`config.mk`:
```
export PLATFORM = sky130hd
export DESIGN_NAME = belt_alarm_ctrl
export DESIGN_NICKNAME = d
export VERILOG_FILES = /design/src/rtl/belt_alarm_pkg.sv /design/src/rtl/belt_alarm_timer.sv /design/src/rtl/belt_alarm_fsm.sv /design/src/rtl/belt_alarm_ctrl.sv
export SDC_FILE = /design/constraint.sdc
export NUM_CORES = 1
export LEC_CHECK = 0
export BUFFER_PORTS_ARGS = -buffer_cell sky130_fd_sc_hd__buf_4
export CORE_AREA = 2 2 39 41
export CTS_CLUSTER_DIAMETER = 30
export DETAILED_ROUTE_END_ITERATION = 16
export DIE_AREA = 0 0 41 43
export GPL_ROUTABILITY_DRIVEN = 0
export PLACE_DENSITY = 0.53
export REMOVE_ABC_BUFFERS = 1
export SLEW_MARGIN = 10
export SYNTH_ARGS = -nofsm -noshare
export SYNTH_HDL_FRONTEND = slang
export SYNTH_SLANG_ARGS = --single-unit
```
`constraint.sdc`:
```
create_clock -name clk_i -period 1.8 [get_ports clk_i]
set_clock_uncertainty 0.1 [all_clocks]
set_input_delay 0.36 -clock clk_i [delete_from_list [all_inputs] [get_ports clk_i]]
set_output_delay 0.36 -clock clk_i [all_outputs]
set_load 0.02 [all_outputs]
```
`src/rtl/belt_alarm_pkg.sv`:
```
package belt_alarm_pkg;
  typedef enum logic [1:0] {
    ST_IDLE  = 2'd0,
    ST_WAIT  = 2'd1,
    ST_ALARM = 2'd2
  } belt_st_e;
endpackage

```
`src/rtl/belt_alarm_timer.sv`:
```
module belt_alarm_timer
  import belt_alarm_pkg::*;
#(
  parameter int unsigned T_OFF_TICKS = 10,
  localparam int unsigned CW = $clog2(T_OFF_TICKS + 1)
) (
  input  logic          clk_i,
  input  logic          rst_ni,
  input  belt_st_e      state_i,
  input  logic          tick_i,
  output logic [CW-1:0] cnt_o
);
  localparam logic [CW-1:0] CNT_MAX = CW'(T_OFF_TICKS);

  logic [CW-1:0] cnt_q;

  always_ff @(posedge clk_i or negedge rst_ni) begin
    if (!rst_ni) begin
      cnt_q <= '0;
    end else if (state_i == ST_IDLE) begin
      cnt_q <= '0;
    end else if (tick_i && cnt_q != CNT_MAX) begin
      cnt_q <= cnt_q + 1'b1;
    end
  end

  assign cnt_o = cnt_q;

  AST_CNT_SATURATES: assert property (@(posedge clk_i) disable iff (!rst_ni)
    cnt_q <= CNT_MAX);
  AST_CNT_IDLE_CLEAR: assert property (@(posedge clk_i) disable iff (!rst_ni)
    (state_i == ST_IDLE) |=> (cnt_q == '0));
  AST_CNT_NO_TICK_HOLD: assert property (@(posedge clk_i) disable iff (!rst_ni)
    (!tick_i && state_i != ST_IDLE) |=> $stable(cnt_q));
endmodule

```
`src/rtl/belt_alarm_fsm.sv`:
```
module belt_alarm_fsm
  import belt_alarm_pkg::*;
#(
  parameter int unsigned T_ON_TICKS  = 5,
  parameter int unsigned T_OFF_TICKS = 10,
  localparam int unsigned CW = $clog2(T_OFF_TICKS + 1)
) (
  input  logic          clk_i,
  input  logic          rst_ni,
  input  logic          key_on_i,
  input  logic          belt_on_i,
  input  logic [CW-1:0] cnt_i,
  output belt_st_e      state_o,
  output logic          alarm_o,
  output logic          start_o
);
  localparam logic [CW-1:0] LIM_ON  = CW'(T_ON_TICKS);
  localparam logic [CW-1:0] LIM_OFF = CW'(T_OFF_TICKS);

  belt_st_e state_q, state_d;
  logic     key_q, key_rise, cancel;

  assign key_rise = key_on_i && !key_q;
  assign cancel   = !key_on_i || belt_on_i;

  always_comb begin
    state_d = state_q;
    unique case (state_q)
      ST_IDLE:  if (key_rise) state_d = ST_WAIT;
      ST_WAIT: begin
        if (cancel)               state_d = ST_IDLE;
        else if (cnt_i >= LIM_ON) state_d = ST_ALARM;
      end
      ST_ALARM: if (cancel || cnt_i >= LIM_OFF) state_d = ST_IDLE;
      default:  state_d = ST_IDLE;
    endcase
  end

  always_ff @(posedge clk_i or negedge rst_ni) begin
    if (!rst_ni) begin
      state_q <= ST_IDLE;
      key_q   <= 1'b0;
      alarm_o <= 1'b0;
      start_o <= 1'b0;
    end else begin
      state_q <= state_d;
      key_q   <= key_on_i;
      alarm_o <= (state_d == ST_ALARM);
      start_o <= (state_q == ST_IDLE) && (state_d == ST_WAIT);
    end
  end

  assign state_o = state_q;

  AST_ALARM_TRACKS_STATE: assert property (@(posedge clk_i) disable iff (!rst_ni)
    alarm_o == (state_q == ST_ALARM));
  AST_CANCEL_IN_WAIT: assert property (@(posedge clk_i) disable iff (!rst_ni)
    (state_q == ST_WAIT && cancel) |=> (state_q == ST_IDLE && !alarm_o));
  AST_CANCEL_IN_ALARM: assert property (@(posedge clk_i) disable iff (!rst_ni)
    (alarm_o && cancel) |=> !alarm_o);
  AST_TIMEOUT_DROP: assert property (@(posedge clk_i) disable iff (!rst_ni)
    (alarm_o && cnt_i >= LIM_OFF) |=> !alarm_o);
endmodule

```
`src/rtl/belt_alarm_ctrl.sv`:
```
module belt_alarm_ctrl
  import belt_alarm_pkg::*;
#(
  parameter int unsigned T_ON_TICKS  = 5,
  parameter int unsigned T_OFF_TICKS = 10
) (
  input  logic clk_i,
  input  logic rst_ni,
  input  logic key_on_i,
  input  logic belt_on_i,
  input  logic tick_i,
  output logic alarm_o,
  output logic timer_start_o
);
  localparam int unsigned CW = $clog2(T_OFF_TICKS + 1);

  belt_st_e      state;
  logic [CW-1:0] cnt;

  belt_alarm_timer #(.T_OFF_TICKS(T_OFF_TICKS)) u_timer (
    .clk_i   (clk_i),
    .rst_ni  (rst_ni),
    .state_i (state),
    .tick_i  (tick_i),
    .cnt_o   (cnt)
  );

  belt_alarm_fsm #(.T_ON_TICKS(T_ON_TICKS), .T_OFF_TICKS(T_OFF_TICKS)) u_fsm (
    .clk_i     (clk_i),
    .rst_ni    (rst_ni),
    .key_on_i  (key_on_i),
    .belt_on_i (belt_on_i),
    .cnt_i     (cnt),
    .state_o   (state),
    .alarm_o   (alarm_o),
    .start_o   (timer_start_o)
  );

  AST_START_PULSE: assert property (@(posedge clk_i) disable iff (!rst_ni)
    timer_start_o |=> !timer_start_o);
  AST_START_CLEARS_CNT: assert property (@(posedge clk_i) disable iff (!rst_ni)
    timer_start_o |-> (cnt == '0));
  AST_NO_ALARM_WITH_START: assert property (@(posedge clk_i) disable iff (!rst_ni)
    !(alarm_o && timer_start_o));
  AST_ALARM_AFTER_LIMIT: assert property (@(posedge clk_i) disable iff (!rst_ni)
    $rose(alarm_o) |-> ($past(cnt) >= CW'(T_ON_TICKS)));
endmodule

```
* Word-level counts from Yosys, hierarchy flattened
Cells that the tools add are included.
** Storage, ports and cells
- Output and inout port bits :: 2
- Bits in registers :: 9
- Latch bits :: 0
- Input port bits :: 5
- ROM bits :: 0
- Logic and storage cells :: 29
- Memories :: 0
- RAM bits :: 0
** Cells by class
- Div/mod/pow operators :: 0
- Reductions and logical operators :: 9
- Add/subtract/negate cells :: 1
- Multiply operators :: 0
- Bitwise operators :: 0
- Magnitude comparators :: 2
- Muxes and demuxes :: 7
- Equal/unequal tests :: 5
- Shift operators :: 0
** Operators by type and width (number)
- $mux 2 :: 4
- $mux 4 :: 2
- $pmux 2 s3 :: 1
- $add 4x1->4 const B :: 1
- $eq 2x1->1 const B :: 2
- $eq 2x2->1 const B :: 2
- $ge 4x3->1 const B :: 1
- $ge 4x4->1 const B :: 1
- $ne 4x4->1 const B :: 1
- $logic_and 1x1->1 :: 3
- $logic_not 1->1 :: 2
- $logic_not 2->1 :: 1
- $logic_or 1x1->1 :: 2
- $reduce_bool 2->1 :: 1

* Longest topological paths before layout
- Depth in word-level cells :: 7
- Gate-level depth with buffers :: 5
- Mapped depth without buffers :: 5

* Modules after synthesis
From an unflattened synthesis, not the netlist that was laid out.
** Second synthesis, totals
- Cell total of the unflattened synthesis :: 38
- Area, all modules :: 434.2 sq um
** By module, submodules not included
- belt_alarm_timer :: seq. area each 100.1 sq um, cells each 24, area each 231.5 sq um, instances 1
- belt_alarm_fsm :: seq. area each 125.1 sq um, cells each 14, area each 202.7 sq um, instances 1

* Worst setup path after synthesis
Ideal clock, no wire load.
- Path type :: reg2reg
- Start point :: reg u_timer.cnt_q[1], in the netlist u_timer.cnt_o[1]
- End point :: reg u_fsm.state_q[0], in the netlist u_fsm.state_o[0]
- Setup time :: 0.065 ns
- Arrival time :: 1.070 ns
- Cell stages (with the launch flop) :: 6
- Data required time :: 1.635 ns
- Buffers on the path :: 0
- Period minus slack after synthesis :: 1.234 ns
- Setup slack :: 0.566 ns
- Path through :: dfrtp_1 > inv_1 > ha_1 > nand2b_1 > a211oi_1 > or2_1
** Between the ends
- Cells in the longest elaborated chain, start to end :: 4
- Elaborated cells on any way between the ends :: 7
- Classes of those cells :: order compare: 2; mux: 4; reduce/logical: 1
** Ends and longest elaborated chain
- start, declared :: line belt_alarm_timer.sv:15 : logic [CW-1:0] cnt_q;
- start signal, assigned :: line belt_alarm_timer.sv:23 : cnt_q <= cnt_q + 1'b1;
- $ge 4x3->1 or $ge 4x4->1 (tied branches) :: line belt_alarm_fsm.sv:32, belt_alarm_fsm.sv:34
- $mux 2 or $logic_or 1x1->1 (tied branches) :: line belt_alarm_fsm.sv:32, belt_alarm_fsm.sv:34
- $mux 2 (on tied branches) :: line belt_alarm_fsm.sv:31, belt_alarm_fsm.sv:34
- $pmux 2 s3 * :: line belt_alarm_fsm.sv:28 : unique case (state_q)
- via u_fsm.state_d[0] :: line belt_alarm_fsm.sv:20 : belt_st_e state_q, state_d;
- end signal, assigned :: line belt_alarm_fsm.sv:46 : state_q <= state_d;
- end, declared :: line belt_alarm_fsm.sv:20
Mark *: on every way through the listed nets, which the timed path passes. The rest lies on a longest branch.
A chain may end at the register's enable or synchronous reset.

* Worst setup path in the final report
- Start point :: reg u_timer.cnt_q[0], in the netlist u_timer.cnt_o[0]
- End point :: reg u_fsm.alarm_o
** Between the ends
- Cells in the longest elaborated chain, start to end :: 5
- Elaborated cells on any way between the ends :: 8
- Classes of those cells :: order compare: 2; eq/ne: 1; mux: 4; reduce/logical: 1
** Ends and longest elaborated chain
- $ge 4x3->1 or $ge 4x4->1 (tied branches) :: line belt_alarm_fsm.sv:32, belt_alarm_fsm.sv:34
- $mux 2 or $logic_or 1x1->1 (tied branches) :: line belt_alarm_fsm.sv:32, belt_alarm_fsm.sv:34
- $mux 2 (on tied branches) :: line belt_alarm_fsm.sv:31, belt_alarm_fsm.sv:34
- $pmux 2 s3 * :: line belt_alarm_fsm.sv:28
- $eq 2x2->1 * :: line belt_alarm_fsm.sv:48 : alarm_o <= (state_d == ST_ALARM);
- end signal, assigned :: line belt_alarm_fsm.sv:48
- end, declared :: line belt_alarm_fsm.sv:14 : output logic alarm_o,
Mark *: on every way between the ends. The rest lies on a longest branch, timed or not.

==> impl_results.html <==
<table>
<tr><th>Metric</th><th>Value</th></tr>
<tr><th colspan="2">Run status</th></tr>
<tr><td>Outcome</td><td>finished, final reports clean</td></tr>
<tr><th colspan="2">Cells and area</th></tr>
<tr><td>Sequential Area</td><td>approximately 230 µm²</td></tr>
<tr><td>Design Area, Final</td><td>564 µm²</td></tr>
<tr><td>Count of filler cells inserted in the layout</td><td>140</td></tr>
<tr><td>Synthesis-to-finish area growth</td><td>21.9%</td></tr>
<tr><td>End-of-flow core utilization</td><td>0.408</td></tr>
<tr><td>Multi-input combinational cell area</td><td>roughly 230 µm²</td></tr>
<tr><td>Diode count</td><td>0</td></tr>
<tr><td>Post-layout net count</td><td>63</td></tr>
<tr><td>Fraction of final layout cells with drive strength greater than 1</td><td>0.189</td></tr>
<tr><th colspan="2">Routing</th></tr>
<tr><td>Vias per std cell</td><td>5.12</td></tr>
<tr><td>Routed met1 length</td><td>349 µm</td></tr>
<tr><td>Top layer used by detailed routing</td><td>met4</td></tr>
<tr><td>Per-cell routed wire length</td><td>12.2 µm</td></tr>
<tr><td>Routed length on met3</td><td>between 40 and 50 µm</td></tr>
<tr><td>Total number of vias</td><td>353</td></tr>
<tr><td>Wirelength, routed</td><td>845 µm</td></tr>
<tr><td>Residual antenna-violating net count after detailed routing</td><td>0</td></tr>
<tr><td>Remaining DRCs</td><td>0</td></tr>
<tr><td>Count of TritonRoute iterations in the first routing pass</td><td>2</td></tr>
<tr><td>DRT iter0 DRCs</td><td>1</td></tr>
<tr><td>Metal2 WL</td><td>between 400 and 500 µm</td></tr>
<tr><th colspan="2">STA</th></tr>
<tr><td>Max_slew headroom</td><td>0.828</td></tr>
<tr><td>Top achievable clock speed</td><td>between 0.7 and 0.8 GHz</td></tr>
<tr><td>Share of the clock period used by the worst path after layout</td><td>0.769</td></tr>
<tr><td>Crit path time final</td><td>about 1.4 ns</td></tr>
<tr><td>Fin. Hold Viols</td><td>0</td></tr>
<tr><td>Final max-slew violation count</td><td>0</td></tr>
<tr><td>Slew of the pin with the lowest slew margin</td><td>roughly 0.26 ns</td></tr>
<tr><td>Final TNS setup</td><td>0 ns</td></tr>
<tr><td># setup viols final</td><td>0</td></tr>
<tr><td>Setup repair after global routing missed its margin</td><td>false</td></tr>
<tr><th colspan="2">Global routing</th></tr>
<tr><td>Wire length of the first global-routing pass</td><td>1480 µm</td></tr>
<tr><td>Via count of the first global-routing pass</td><td>363</td></tr>
<tr><td>Overflow left after global routing</td><td>0</td></tr>
<tr><td>Total routing usage reported by global routing</td><td>0.128</td></tr>
<tr><td>Pin count of the biggest net entering global routing</td><td>10</td></tr>
<tr><td>Number of antenna violations at the first check in global routing</td><td>0</td></tr>
<tr><th colspan="2">Die</th></tr>
<tr><td>Std cell rows</td><td>14</td></tr>
<tr><td>Area of the core</td><td>0.00138 mm²</td></tr>
<tr><td>Full die area</td><td>0.00176 mm²</td></tr>
<tr><td>Starting Density</td><td>0.335</td></tr>
<tr><td>Die outline width</td><td>41 µm</td></tr>
<tr><td>Die H</td><td>43 µm</td></tr>
<tr><td>I/O pin cnt</td><td>7</td></tr>
<tr><th colspan="2">Power</th></tr>
<tr><td>Final Total Pwr</td><td>0.415 mW</td></tr>
<tr><td>Highest ir drop seen on vdd</td><td>302 µV</td></tr>
<tr><td>Leakage power summed over all cells</td><td>around 0.26 nW</td></tr>
<tr><td>Ratio of total power to cell area</td><td>735 mW/mm²</td></tr>
<tr><th colspan="2">Logic synthesis</th></tr>
<tr><td>Biggest area consumer among synthesized cells</td><td>dfrtp_1</td></tr>
<tr><td>Netlist area before placement</td><td>463 µm²</td></tr>
<tr><td>Number of synthesized register bits</td><td>9</td></tr>
<tr><td>List of most frequent post-synthesis cells</td><td>dfrtp_1 (9), o21ai_0 (6), ha_1 (4), nand2_1 (4)</td></tr>
<tr><td>Most common flop cell mapped by yosys</td><td>dfrtp_1</td></tr>
<tr><td>Post-synthesis simple-gate area fraction</td><td>0.208</td></tr>
<tr><td>Syn_area_per_cell</td><td>11.0 µm²</td></tr>
<tr><td>Number of flops mapped to enable cells by yosys</td><td>0</td></tr>
<tr><td>Most numerous cell in the Yosys netlist</td><td>dfrtp_1</td></tr>
<tr><td>Register area share after synthesis</td><td>0.486</td></tr>
<tr><td>Count of mapped cells out of synthesis</td><td>42</td></tr>
<tr><td>Synthesized-area fraction occupied by ao, oa, aoi and oai cells</td><td>0.119</td></tr>
<tr><td>Post-Synth XOR/XNOR Area</td><td>0.0189</td></tr>
<tr><td>Fraction of synthesized area in multiplexers</td><td>0.0432</td></tr>
<tr><td>Adder and majority gate portion of the synthesized area</td><td>0.108</td></tr>
<tr><td>Top cells by area, synth</td><td>dfrtp_1 (49%), ha_1 (11%), o21ai_0 (6.5%)</td></tr>
<tr><td>Fraction of registers with async set/reset</td><td>1.00</td></tr>
<tr><td>Count of different cell masters after synthesis</td><td>19</td></tr>
<tr><td>Yosys synthesis warning count</td><td>0</td></tr>
<tr><td>Combinational family with the most area after synthesis</td><td>simple AND/OR/NAND/NOR gates</td></tr>
<tr><td>Top cell type's share of synthesized area</td><td>0.486</td></tr>
<tr><th colspan="2">Setup path</th></tr>
<tr><td>Largest driver fanout on the critical path</td><td>5</td></tr>
<tr><td>Worst Setup End Kind</td><td>register</td></tr>
<tr><td>Startpoint type of the worst setup path</td><td>register</td></tr>
<tr><td>Required @ worst endpoint</td><td>between 1.5 and 2 ns</td></tr>
<tr><td>Crit path arrival time</td><td>1.46 ns</td></tr>
<tr><td>Start-to-end type of the worst setup path</td><td>reg -&gt; reg</td></tr>
<tr><th colspan="2">Clocking</th></tr>
<tr><td>Post-CTS setup-driven buffer insertion count</td><td>0</td></tr>
<tr><td>Clock Pin Slew Worst Setup and Hold Paths</td><td>approximately 0.06 ns</td></tr>
<tr><td>CTS tree</td><td>built</td></tr>
<tr><td>Level count of the clock H-tree</td><td>1</td></tr>
<tr><td>Number of buffers added by the clock tree synthesis step</td><td>3</td></tr>
<tr><td>Maximum clock path buffer count</td><td>2</td></tr>
<tr><td>Clock sink count</td><td>9</td></tr>
<tr><td>Later-pin clock latency in the skew report</td><td>0.27 ns</td></tr>
<tr><td>Number of gates resized after cts</td><td>0</td></tr>
<tr><td>Cell chosen for the clock root</td><td>clkbuf_4</td></tr>
<tr><td>Total of hold buffers inserted after clock tree synthesis</td><td>1</td></tr>
<tr><th colspan="2">Place</th></tr>
<tr><td>Buffers on Ports</td><td>6</td></tr>
<tr><td>Placed inst area</td><td>~530 µm²</td></tr>
<tr><td>Hpwl dp</td><td>between 500 and 600 µm</td></tr>
<tr><th colspan="2">Worst hold path</th></tr>
<tr><td>Min-Delay Path Class</td><td>in -&gt; reg</td></tr>
<tr><th colspan="2">Flow run</th></tr>
<tr><td>Maxcap violations</td><td>0</td></tr>
</table>
[routing by layer]
layer	vias up	GRT usage
met5	-	0
met4	0	0.0467
li1	173	-
met3	2	0.0785
met2	6	0.188
met1	172	0.148
[flip-flops by register name, indices dropped and copies added (netlist names)]
signal         count
u_timer.cnt_o      4
u_fsm.start_o      1
u_fsm.state_o      2
u_fsm.key_q        1
u_fsm.alarm_o      1
[cells in the final DEF, fill, tap and decap left out]
| master | instances |
|---|---|
| ha_1 | 4 |
| a21oi_1 | 2 |
| buf_4 | 6 |
| mux2i_1 | 2 |
| nand4bb_1 | 1 |
| inv_1 | 2 |
| nand3b_1 | 1 |
| nand2_1 | 4 |
| or2_1 | 1 |
| and4bb_1 | 1 |
| clkbuf_4 | 3 |
| dfrtp_1 | 9 |
| nand4_1 | 1 |
| nor2_1 | 2 |
| nand2b_1 | 1 |
| dlygate4sd3_1 | 1 |
| nand4b_1 | 1 |
| o31ai_1 | 1 |
| a211oi_1 | 1 |
| nor4b_2 | 1 |
| clkbuf_1 | 1 |
| xor2_1 | 1 |
| o21ai_0 | 6 |
[layout make-up]
| cell class | count | share of cell area |
|---|---|---|
| Multi-Input combinational cell | 31 | 0.408 |
| Sequential cell | 9 | 0.399 |
| Timing Repair Buffer | 7 | 0.0976 |
| Clock buffer | 4 | 0.0466 |
| Tap cell | 16 | 0.0355 |
| Inverter | 2 | 0.0133 |
[metrics by stage]
step	setup WS [ns]	hold slack, ns	cells
6_report	0.415	0.119	69
2_1_floorplan	0.566	-0.0356	42
4_1_cts	0.387	0.111	69
5_1_grt	0.288	0.113	69
3_5_place_dp	0.435	0.0910	64
3_3_place_gp	0.462	0.0919	64
[path summary, 6_finish.rpt]
path	startpoint	slack [ns]	to	cells after the start
max	u_timer.cnt_o[0]	0.42	u_fsm.alarm_o	5
min	key_on_i	0.12	u_fsm.key_q	1
max reg2reg	u_timer.cnt_o[0]	0.42	u_fsm.alarm_o	5
min reg2reg	u_fsm.key_q	0.33	u_fsm.start_o	1
max in group asynchronous	rst_ni	1.12	u_fsm.start_o	2
min in group asynchronous	rst_ni	0.35	u_timer.cnt_o[1]	2
[where the power goes]
group	internal, mW	switching, mW
Clock	0.0857	0.0757
Combinational	0.0183	0.0181
Sequential	0.209	0.00816
Total	0.313	0.102
[cells by family after synthesis]
kind of cell | count (synthesis)
XOR/XNOR | 1
multiplexers | 2
adder cells (fa/ha/maj) | 4
AND/OR/NAND/NOR | 14
buffers and inverters | 2
flip-flops | 9
AO/OA/AOI/OAI | 10
[critical path, stage by stage (launching register included)]
cell and delay (ns):
dfrtp_1 0.43, inv_1 0.10, ha_1 0.22, o31ai_1 0.26, nand2_1 0.10, o21ai_0 0.09
Note: power is estimated with default switching activity, not from simulation.
